--- config.mk ---
export PLATFORM = sky130hd
export DESIGN_NAME = pll_postdiv_tree
export DESIGN_NICKNAME = d
export VERILOG_FILES = /design/src/rtl/pdt_pkg.sv /design/src/rtl/pdt_ratio_div.sv /design/src/rtl/pdt_fixed_div.sv /design/src/rtl/pdt_src_sel.sv /design/src/rtl/pll_postdiv_tree.sv
export SDC_FILE = /design/constraint.sdc
export NUM_CORES = 1
export LEC_CHECK = 0
export ABC_AREA = 1
export BUFFER_PORTS_ARGS = -buffer_cell sky130_fd_sc_hd__buf_2
export CAP_MARGIN = 10
export CORE_MARGIN = 2
export CORE_UTILIZATION = 55
export DETAILED_ROUTE_END_ITERATION = 10
export PLACE_DENSITY = 0.82
export RECOVER_POWER = 25
export SLEW_MARGIN = 20
export SYNTH_ARGS = -nofsm -noshare
export SYNTH_HDL_FRONTEND = slang
export SYNTH_SLANG_ARGS = --single-unit
--- constraint.sdc ---
create_clock -name vco_clk -period 1.2 [get_ports vco_clk]
set_input_delay 0.24 -clock vco_clk [delete_from_list [all_inputs] [get_ports vco_clk]]
set_output_delay 0.24 -clock vco_clk [all_outputs]
set_load 0.03 [all_outputs]
--- src/rtl/pdt_pkg.sv ---
// Package: shared types of the post-divider tree.
// Assumes: nothing beyond IEEE 1800-2017.
package pdt_pkg;
    typedef enum logic {
        BYTE_SRC_VCO  = 1'b0,
        BYTE_SRC_HALF = 1'b1
    } byte_src_e;
endpackage

--- src/rtl/pdt_ratio_div.sv ---
// Module: programmable clock-enable divider. Counts enabled cycles and
// raises tick_o for one cycle every ratio+1 enables.
// Assumes: ratio_i is sampled only when a period completes, so a change
// never shortens the period in progress. Reset gives ratio 0 (pass-through).
module pdt_ratio_div #(
    parameter int W = 4
) (
    input  logic         clk,
    input  logic         rst_n,
    input  logic         en_i,
    input  logic [W-1:0] ratio_i,
    output logic         tick_o
);
    logic [W-1:0] cnt_q;
    logic [W-1:0] ratio_q;
    logic         wrap;

    assign wrap = en_i && (cnt_q == ratio_q);

    // Count enables; at a wrap, restart the count and take the new ratio.
    always_ff @(posedge clk) begin
        if (!rst_n) begin
            cnt_q   <= '0;
            ratio_q <= '0;
            tick_o  <= 1'b0;
        end else begin
            tick_o <= wrap;
            if (wrap) begin
                cnt_q   <= '0;
                ratio_q <= ratio_i;
            end else if (en_i) begin
                cnt_q <= cnt_q + 1'b1;
            end
        end
    end
endmodule

--- src/rtl/pdt_fixed_div.sv ---
// Module: fixed clock-enable divider by N.
// wrap_o is combinational and high on the enabled cycle that ends a period.
// Assumes: N >= 2.
module pdt_fixed_div #(
    parameter int N = 2
) (
    input  logic clk,
    input  logic rst_n,
    input  logic en_i,
    output logic wrap_o
);
    localparam int CW = (N > 2) ? $clog2(N) : 1;
    localparam logic [CW-1:0] LAST = CW'(N - 1);

    logic [CW-1:0] cnt_q;

    assign wrap_o = en_i && (cnt_q == LAST);

    // Advance on every enable and fold back to zero after the last count.
    always_ff @(posedge clk) begin
        if (!rst_n) begin
            cnt_q <= '0;
        end else if (en_i) begin
            cnt_q <= wrap_o ? '0 : cnt_q + 1'b1;
        end
    end
endmodule

--- src/rtl/pdt_src_sel.sv ---
// Module: glitch-free source select for the byte branch.
// The select is loaded only when load_i marks the end of a byte period.
// Assumes: the raw VCO source is an enable that is always high.
module pdt_src_sel
    import pdt_pkg::*;
(
    input  logic      clk,
    input  logic      rst_n,
    input  logic      sel_i,
    input  logic      load_i,
    input  logic      alt_en_i,
    output logic      en_o,
    output byte_src_e src_o
);
    // Hold the active source; update it only at a byte boundary.
    always_ff @(posedge clk) begin
        if (!rst_n) begin
            src_o <= BYTE_SRC_VCO;
        end else if (load_i) begin
            src_o <= byte_src_e'(sel_i);
        end
    end

    // Route the enable of the active source to the next stage.
    always_comb begin
        en_o = (src_o == BYTE_SRC_HALF) ? alt_en_i : 1'b1;
    end
endmodule

--- src/rtl/pll_postdiv_tree.sv ---
// Module: post-divider tree behind a display PLL VCO.
//   pixel: VCO -> ratio divider (div3_cfg+1)                -> pix_tick
//   byte : VCO or (VCO -> ratio divider (div1_cfg+1) -> /2) -> /4 -> byte_tick
// Assumes: one clock domain (the VCO). Every stage is an enable counter.
module pll_postdiv_tree
    import pdt_pkg::*;
#(
    parameter int DIV1_W = 4,
    parameter int DIV3_W = 8,
    parameter int HALF_N = 2,
    parameter int BYTE_N = 4
) (
    input  logic              vco_clk,
    input  logic              rst_n,
    input  logic [DIV1_W-1:0] div1_cfg,
    input  logic [DIV3_W-1:0] div3_cfg,
    input  logic              byte_src_cfg,
    output logic              pix_tick,
    output logic              byte_tick
);
    logic      div1_tick;
    logic      half_wrap;
    logic      byte_en;
    logic      byte_wrap;
    byte_src_e byte_src_q;

    pdt_ratio_div #(.W(DIV3_W)) u_pix_div (
        .clk    (vco_clk),
        .rst_n  (rst_n),
        .en_i   (1'b1),
        .ratio_i(div3_cfg),
        .tick_o (pix_tick)
    );

    pdt_ratio_div #(.W(DIV1_W)) u_div1 (
        .clk    (vco_clk),
        .rst_n  (rst_n),
        .en_i   (1'b1),
        .ratio_i(div1_cfg),
        .tick_o (div1_tick)
    );

    pdt_fixed_div #(.N(HALF_N)) u_half (
        .clk   (vco_clk),
        .rst_n (rst_n),
        .en_i  (div1_tick),
        .wrap_o(half_wrap)
    );

    pdt_src_sel u_sel (
        .clk     (vco_clk),
        .rst_n   (rst_n),
        .sel_i   (byte_src_cfg),
        .load_i  (byte_wrap),
        .alt_en_i(half_wrap),
        .en_o    (byte_en),
        .src_o   (byte_src_q)
    );

    pdt_fixed_div #(.N(BYTE_N)) u_byte_div (
        .clk   (vco_clk),
        .rst_n (rst_n),
        .en_i  (byte_en),
        .wrap_o(byte_wrap)
    );

    // Register the byte period boundary as a clean one-cycle tick.
    always_ff @(posedge vco_clk) begin
        if (!rst_n) begin
            byte_tick <= 1'b0;
        end else begin
            byte_tick <= byte_wrap;
        end
    end
endmodule

==> report_table.html <==
<table>
<tr><th>Metric</th><th>Value</th></tr>
<tr><th colspan="2">Status</th></tr>
<tr><td>Result of the run</td><td>finished, final reports clean</td></tr>
<tr><th colspan="2">Global routing</th></tr>
<tr><td>GR Overflow Total</td><td>0</td></tr>
<tr><td>Vias in the first global route</td><td>1055</td></tr>
<tr><td>Maximum number of pins on one net before global-route repair</td><td>12</td></tr>
<tr><td>Global-route wire length before repair</td><td>4410 um</td></tr>
<tr><td>Initial antenna violation count</td><td>0</td></tr>
<tr><td>Global Route Usage Sum</td><td>22.1%</td></tr>
<tr><th colspan="2">Clocking</th></tr>
<tr><td>CTS buffer count</td><td>5</td></tr>
<tr><td>Post-CTS Hold Fix Bufs</td><td>0</td></tr>
<tr><td>Clock buffer depth</td><td>2</td></tr>
<tr><td>Root Buffer Master</td><td>clkbuf_4</td></tr>
<tr><td>Worst skew pair latency</td><td>0.33 ns</td></tr>
<tr><td>Clock transition at the registers of the reported paths</td><td>0.10 ns</td></tr>
<tr><td>CTS tree</td><td>yes</td></tr>
<tr><td>Number of sinks driven by the clock tree</td><td>31</td></tr>
<tr><td>H-tree lvl count</td><td>2</td></tr>
<tr><td># Post-CTS Setup Buffers</td><td>0</td></tr>
<tr><th colspan="2">Yosys</th></tr>
<tr><td>FF+latch count, synth</td><td>31</td></tr>
<tr><td>Part of the Yosys area used for sequential elements</td><td>46.2%</td></tr>
<tr><td>Mean cell area of the mapped netlist</td><td>7.99 um^2</td></tr>
<tr><td>Cells taking the most area after synthesis</td><td>dfxtp_1, nand2_1, xor2_1</td></tr>
<tr><td>Portion of synthesized cell area occupied by the leading cell type</td><td>46.2%</td></tr>
<tr><td>Dominant cell type by area after synthesis</td><td>dfxtp_1</td></tr>
<tr><td>Post-synth net total</td><td>186</td></tr>
<tr><td>Distinct cell type count after synthesis</td><td>18</td></tr>
<tr><td>Cell area after technology mapping</td><td>1340 um^2</td></tr>
<tr><td>Number of warnings issued by yosys</td><td>0</td></tr>
<tr><td>Number of cells produced by synthesis</td><td>168</td></tr>
<tr><th colspan="2">Worst setup path</th></tr>
<tr><td>Sort of element at the start of the critical path</td><td>flop</td></tr>
<tr><td>CP Capture Type</td><td>flop</td></tr>
<tr><td>Data arrival at the endpoint of the critical path</td><td>1.41 ns</td></tr>
<tr><td>Required arrival time at the worst endpoint</td><td>1.43 ns</td></tr>
<tr><td>Kind of critical path</td><td>flop to flop</td></tr>
<tr><td>Largest fanout on the critical path</td><td>8</td></tr>
<tr><th colspan="2">Place</th></tr>
<tr><td>Cell area after placement</td><td>1470 um^2</td></tr>
<tr><td>Final weighted congestion of routability-driven global placement</td><td>0.746</td></tr>
<tr><td>Number of buffer cells added on primary ports</td><td>16</td></tr>
<tr><td>Half-perimeter wire length after placement</td><td>1910 um</td></tr>
<tr><td>Number of instances in the placed design</td><td>213</td></tr>
<tr><th colspan="2">STA</th></tr>
<tr><td>Maximum clock skew at final layout</td><td>0.00497 ns</td></tr>
<tr><td>Final-report hold violation count</td><td>0</td></tr>
<tr><td>Maximum achievable frequency</td><td>842 MHz</td></tr>
<tr><td>Time the worst path needs with I/O delays and setup</td><td>1.19 ns</td></tr>
<tr><td>Transition time at the pin with the least slew margin</td><td>0.201 ns</td></tr>
<tr><td>Setup violations, final</td><td>0</td></tr>
<tr><td>Slew HR</td><td>86.5%</td></tr>
<tr><td>Setup repair after global routing missed its margin</td><td>yes</td></tr>
<tr><td>Final Max Slew Viols</td><td>0</td></tr>
<tr><td>Worst hold slack across all endpoints</td><td>0.0927 ns</td></tr>
<tr><td>Period utilization</td><td>99.0%</td></tr>
<tr><th colspan="2">Power</th></tr>
<tr><td>Combinational share of power</td><td>44.6%</td></tr>
<tr><td>Worst vdd rail ir drop</td><td>1670 uV</td></tr>
<tr><td>Internal power component</td><td>0.00237 W</td></tr>
<tr><td>Net load switching power</td><td>0.00181 W</td></tr>
<tr><td>Reg power frac</td><td>38.6%</td></tr>
<tr><td>Power density relative to cell area</td><td>2510 nW/um^2</td></tr>
<tr><td>Clock power frac</td><td>16.8%</td></tr>
<tr><td>Switching Share</td><td>43.3%</td></tr>
<tr><td>Leakage power</td><td>0.761 nW</td></tr>
<tr><th colspan="2">Route</th></tr>
<tr><td>Total Wirelength</td><td>2800 um</td></tr>
<tr><td>Number of DRC violations after detailed-routing iteration 0</td><td>31</td></tr>
<tr><td>Drt pass-1 iters</td><td>5</td></tr>
<tr><td>Routed via count</td><td>1171</td></tr>
<tr><td>Remaining antenna violation count after routing</td><td>0</td></tr>
<tr><td>Residual DRC</td><td>0</td></tr>
<tr><td>Wire per inst</td><td>12.6 um</td></tr>
<tr><td>Routed via count divided by cell count</td><td>5.27</td></tr>
<tr><th colspan="2">Flow run</th></tr>
<tr><td>Number of maximum-capacitance constraint violations</td><td>0</td></tr>
<tr><th colspan="2">Cells and area</th></tr>
<tr><td>Layout cells sized above 1</td><td>30.4%</td></tr>
<tr><td>Final Instance Area</td><td>1670 um^2</td></tr>
<tr><td>Layout area overhead</td><td>24.0%</td></tr>
<tr><td>Filler cell count in the final layout</td><td>174</td></tr>
<tr><td>Inserted Diodes</td><td>0</td></tr>
<tr><td>Post-layout nets</td><td>211</td></tr>
<tr><td>Post-Layout Cell Count</td><td>222</td></tr>
<tr><th colspan="2">Worst hold path</th></tr>
<tr><td>Worst min-delay path category</td><td>input port to flop</td></tr>
<tr><th colspan="2">Floorplanning</th></tr>
<tr><td>Die Span Y</td><td>53.4 um</td></tr>
<tr><td>Placeable Area</td><td>2250 um^2</td></tr>
<tr><td>Cell row count</td><td>17</td></tr>
<tr><td>Die outline width</td><td>53.4 um</td></tr>
<tr><td>Area of the die</td><td>2850 um^2</td></tr>
<tr><td>I/O pins</td><td>17</td></tr>
<tr><td>Initial core utilization</td><td>59.5%</td></tr>
</table>
[power groups by stage]
stage / Clock [W] / Sequential (W) / Combinational (W)
final: 0.000701 / 0.00161 / 0.00187
after detailed placement: 0 / 0.00157 / 0.00150
after floorplan: 0 / 0.00154 / 0.00120
after global placement: 0 / 0.00155 / 0.00142
after CTS: 0.000716 / 0.00154 / 0.00153
after global routing: 0.000765 / 0.00165 / 0.00210
[critical path, stage by stage (launching register included)]
cell	delay [ns]
dfxtp_4	0.39
xnor2_4	0.19
nand2_2	0.09
nor2_4	0.14
nand2_4	0.11
nand2_8	0.11
nor2_1	0.06
[cells in the mapped netlist, drive strengths merged]
| library cell | n |
|---|---|
| ha | 3 |
| xor2 | 10 |
| nand3 | 15 |
| o211a | 1 |
| nand2 | 45 |
| xnor2 | 6 |
| buf | 3 |
| nand4 | 8 |
| o21ai | 4 |
| a21oi | 2 |
| nor2 | 27 |
| dfxtp | 31 |
| inv | 13 |
[path summary, 6_finish.rpt]
kind	slack (ns)	endpoint	from	cells past startpoint
worst max-delay path	0.01	u_pix_div.cnt_q[3]	u_pix_div.cnt_q[1]	6
worst min-delay path	0.09	u_div1.ratio_q[1]	div1_cfg[1]	3
worst max register to register	0.01	u_pix_div.cnt_q[3]	u_pix_div.cnt_q[1]	6
worst min register to register	0.46	u_half.cnt_q	u_half.cnt_q	1
[layer usage]
| layer | GRT usage, % | wire length [um] | vias up |
|---|---|---|---|
| met4 | 12.8 | 35 | 0 |
| met3 | 5.93 | 127 | 5 |
| met5 | 0 | 0 | - |
| met2 | 34.6 | 1440 | 31 |
| li1 | - | - | 593 |
| met1 | 26.8 | 1200 | 542 |
[registers in the layout (all words and copies together), names as in the netlist]
register / cells
u_pix_div.ratio_q: 8
u_byte_div.cnt_q: 2
u_div1.cnt_q: 4
u_pix_div.cnt_q: 8
u_div1.tick_o: 1
u_div1.ratio_q: 4
byte_tick: 1
u_half.cnt_q: 1
u_pix_div.tick_o: 1
u_sel.src_o: 1
[logic make-up after synthesis]
logic type,after synthesis,share of synthesized area (%)
buffers and inverters,16,4.94
AND/OR/NAND/NOR,95,32.6
adder cells (fa/ha/maj),3,2.80
AO/OA/AOI/OAI,7,2.98
XOR/XNOR,16,10.4
flip-flops,31,46.2
[area by class of cell]
cell class	count	area (um^2)	share of cell area, %
clock buffers	7	65.1	3.91
inverters	13	48.8	2.93
repair buffers	20	110	6.61
clock inverters	1	7.51	0.451
flip-flops and latches	31	634	38.1
well taps	28	35.0	2.10
multi-input cells	122	764	45.9
[through the flow]
step                      power [W]  worst slack [ns]  TNS [ns]  utilization (%)
after global routing        0.00451           -0.0458    -0.386             73.9
after CTS                   0.00379          0.000556         0             68.6
after floorplan             0.00273             0.108         0                -
after global placement      0.00297            0.0315         0             65.2
final                       0.00418            0.0121         0             73.9
after detailed placement    0.00306           -0.0162   -0.0194             65.2
[timing repair]
item                                    CTS  global route
cloned                                    0             1
endpoints found under the setup margin    8            24
pin swaps                                 0            14
resized for setup                         2            28
[layout by cell type (no fill, tap or decap), drive strengths merged]
master,instances
nand2,46
dfxtp,31
nor2,27
buf,20
nand3,15
inv,13
xor2,10
nand4,8
clkbuf,7
xnor2,6
o21ai,4
ha,3
a21oi,2
o211a,1
clkinvlp,1
Power figures use the tool's default switching activity.
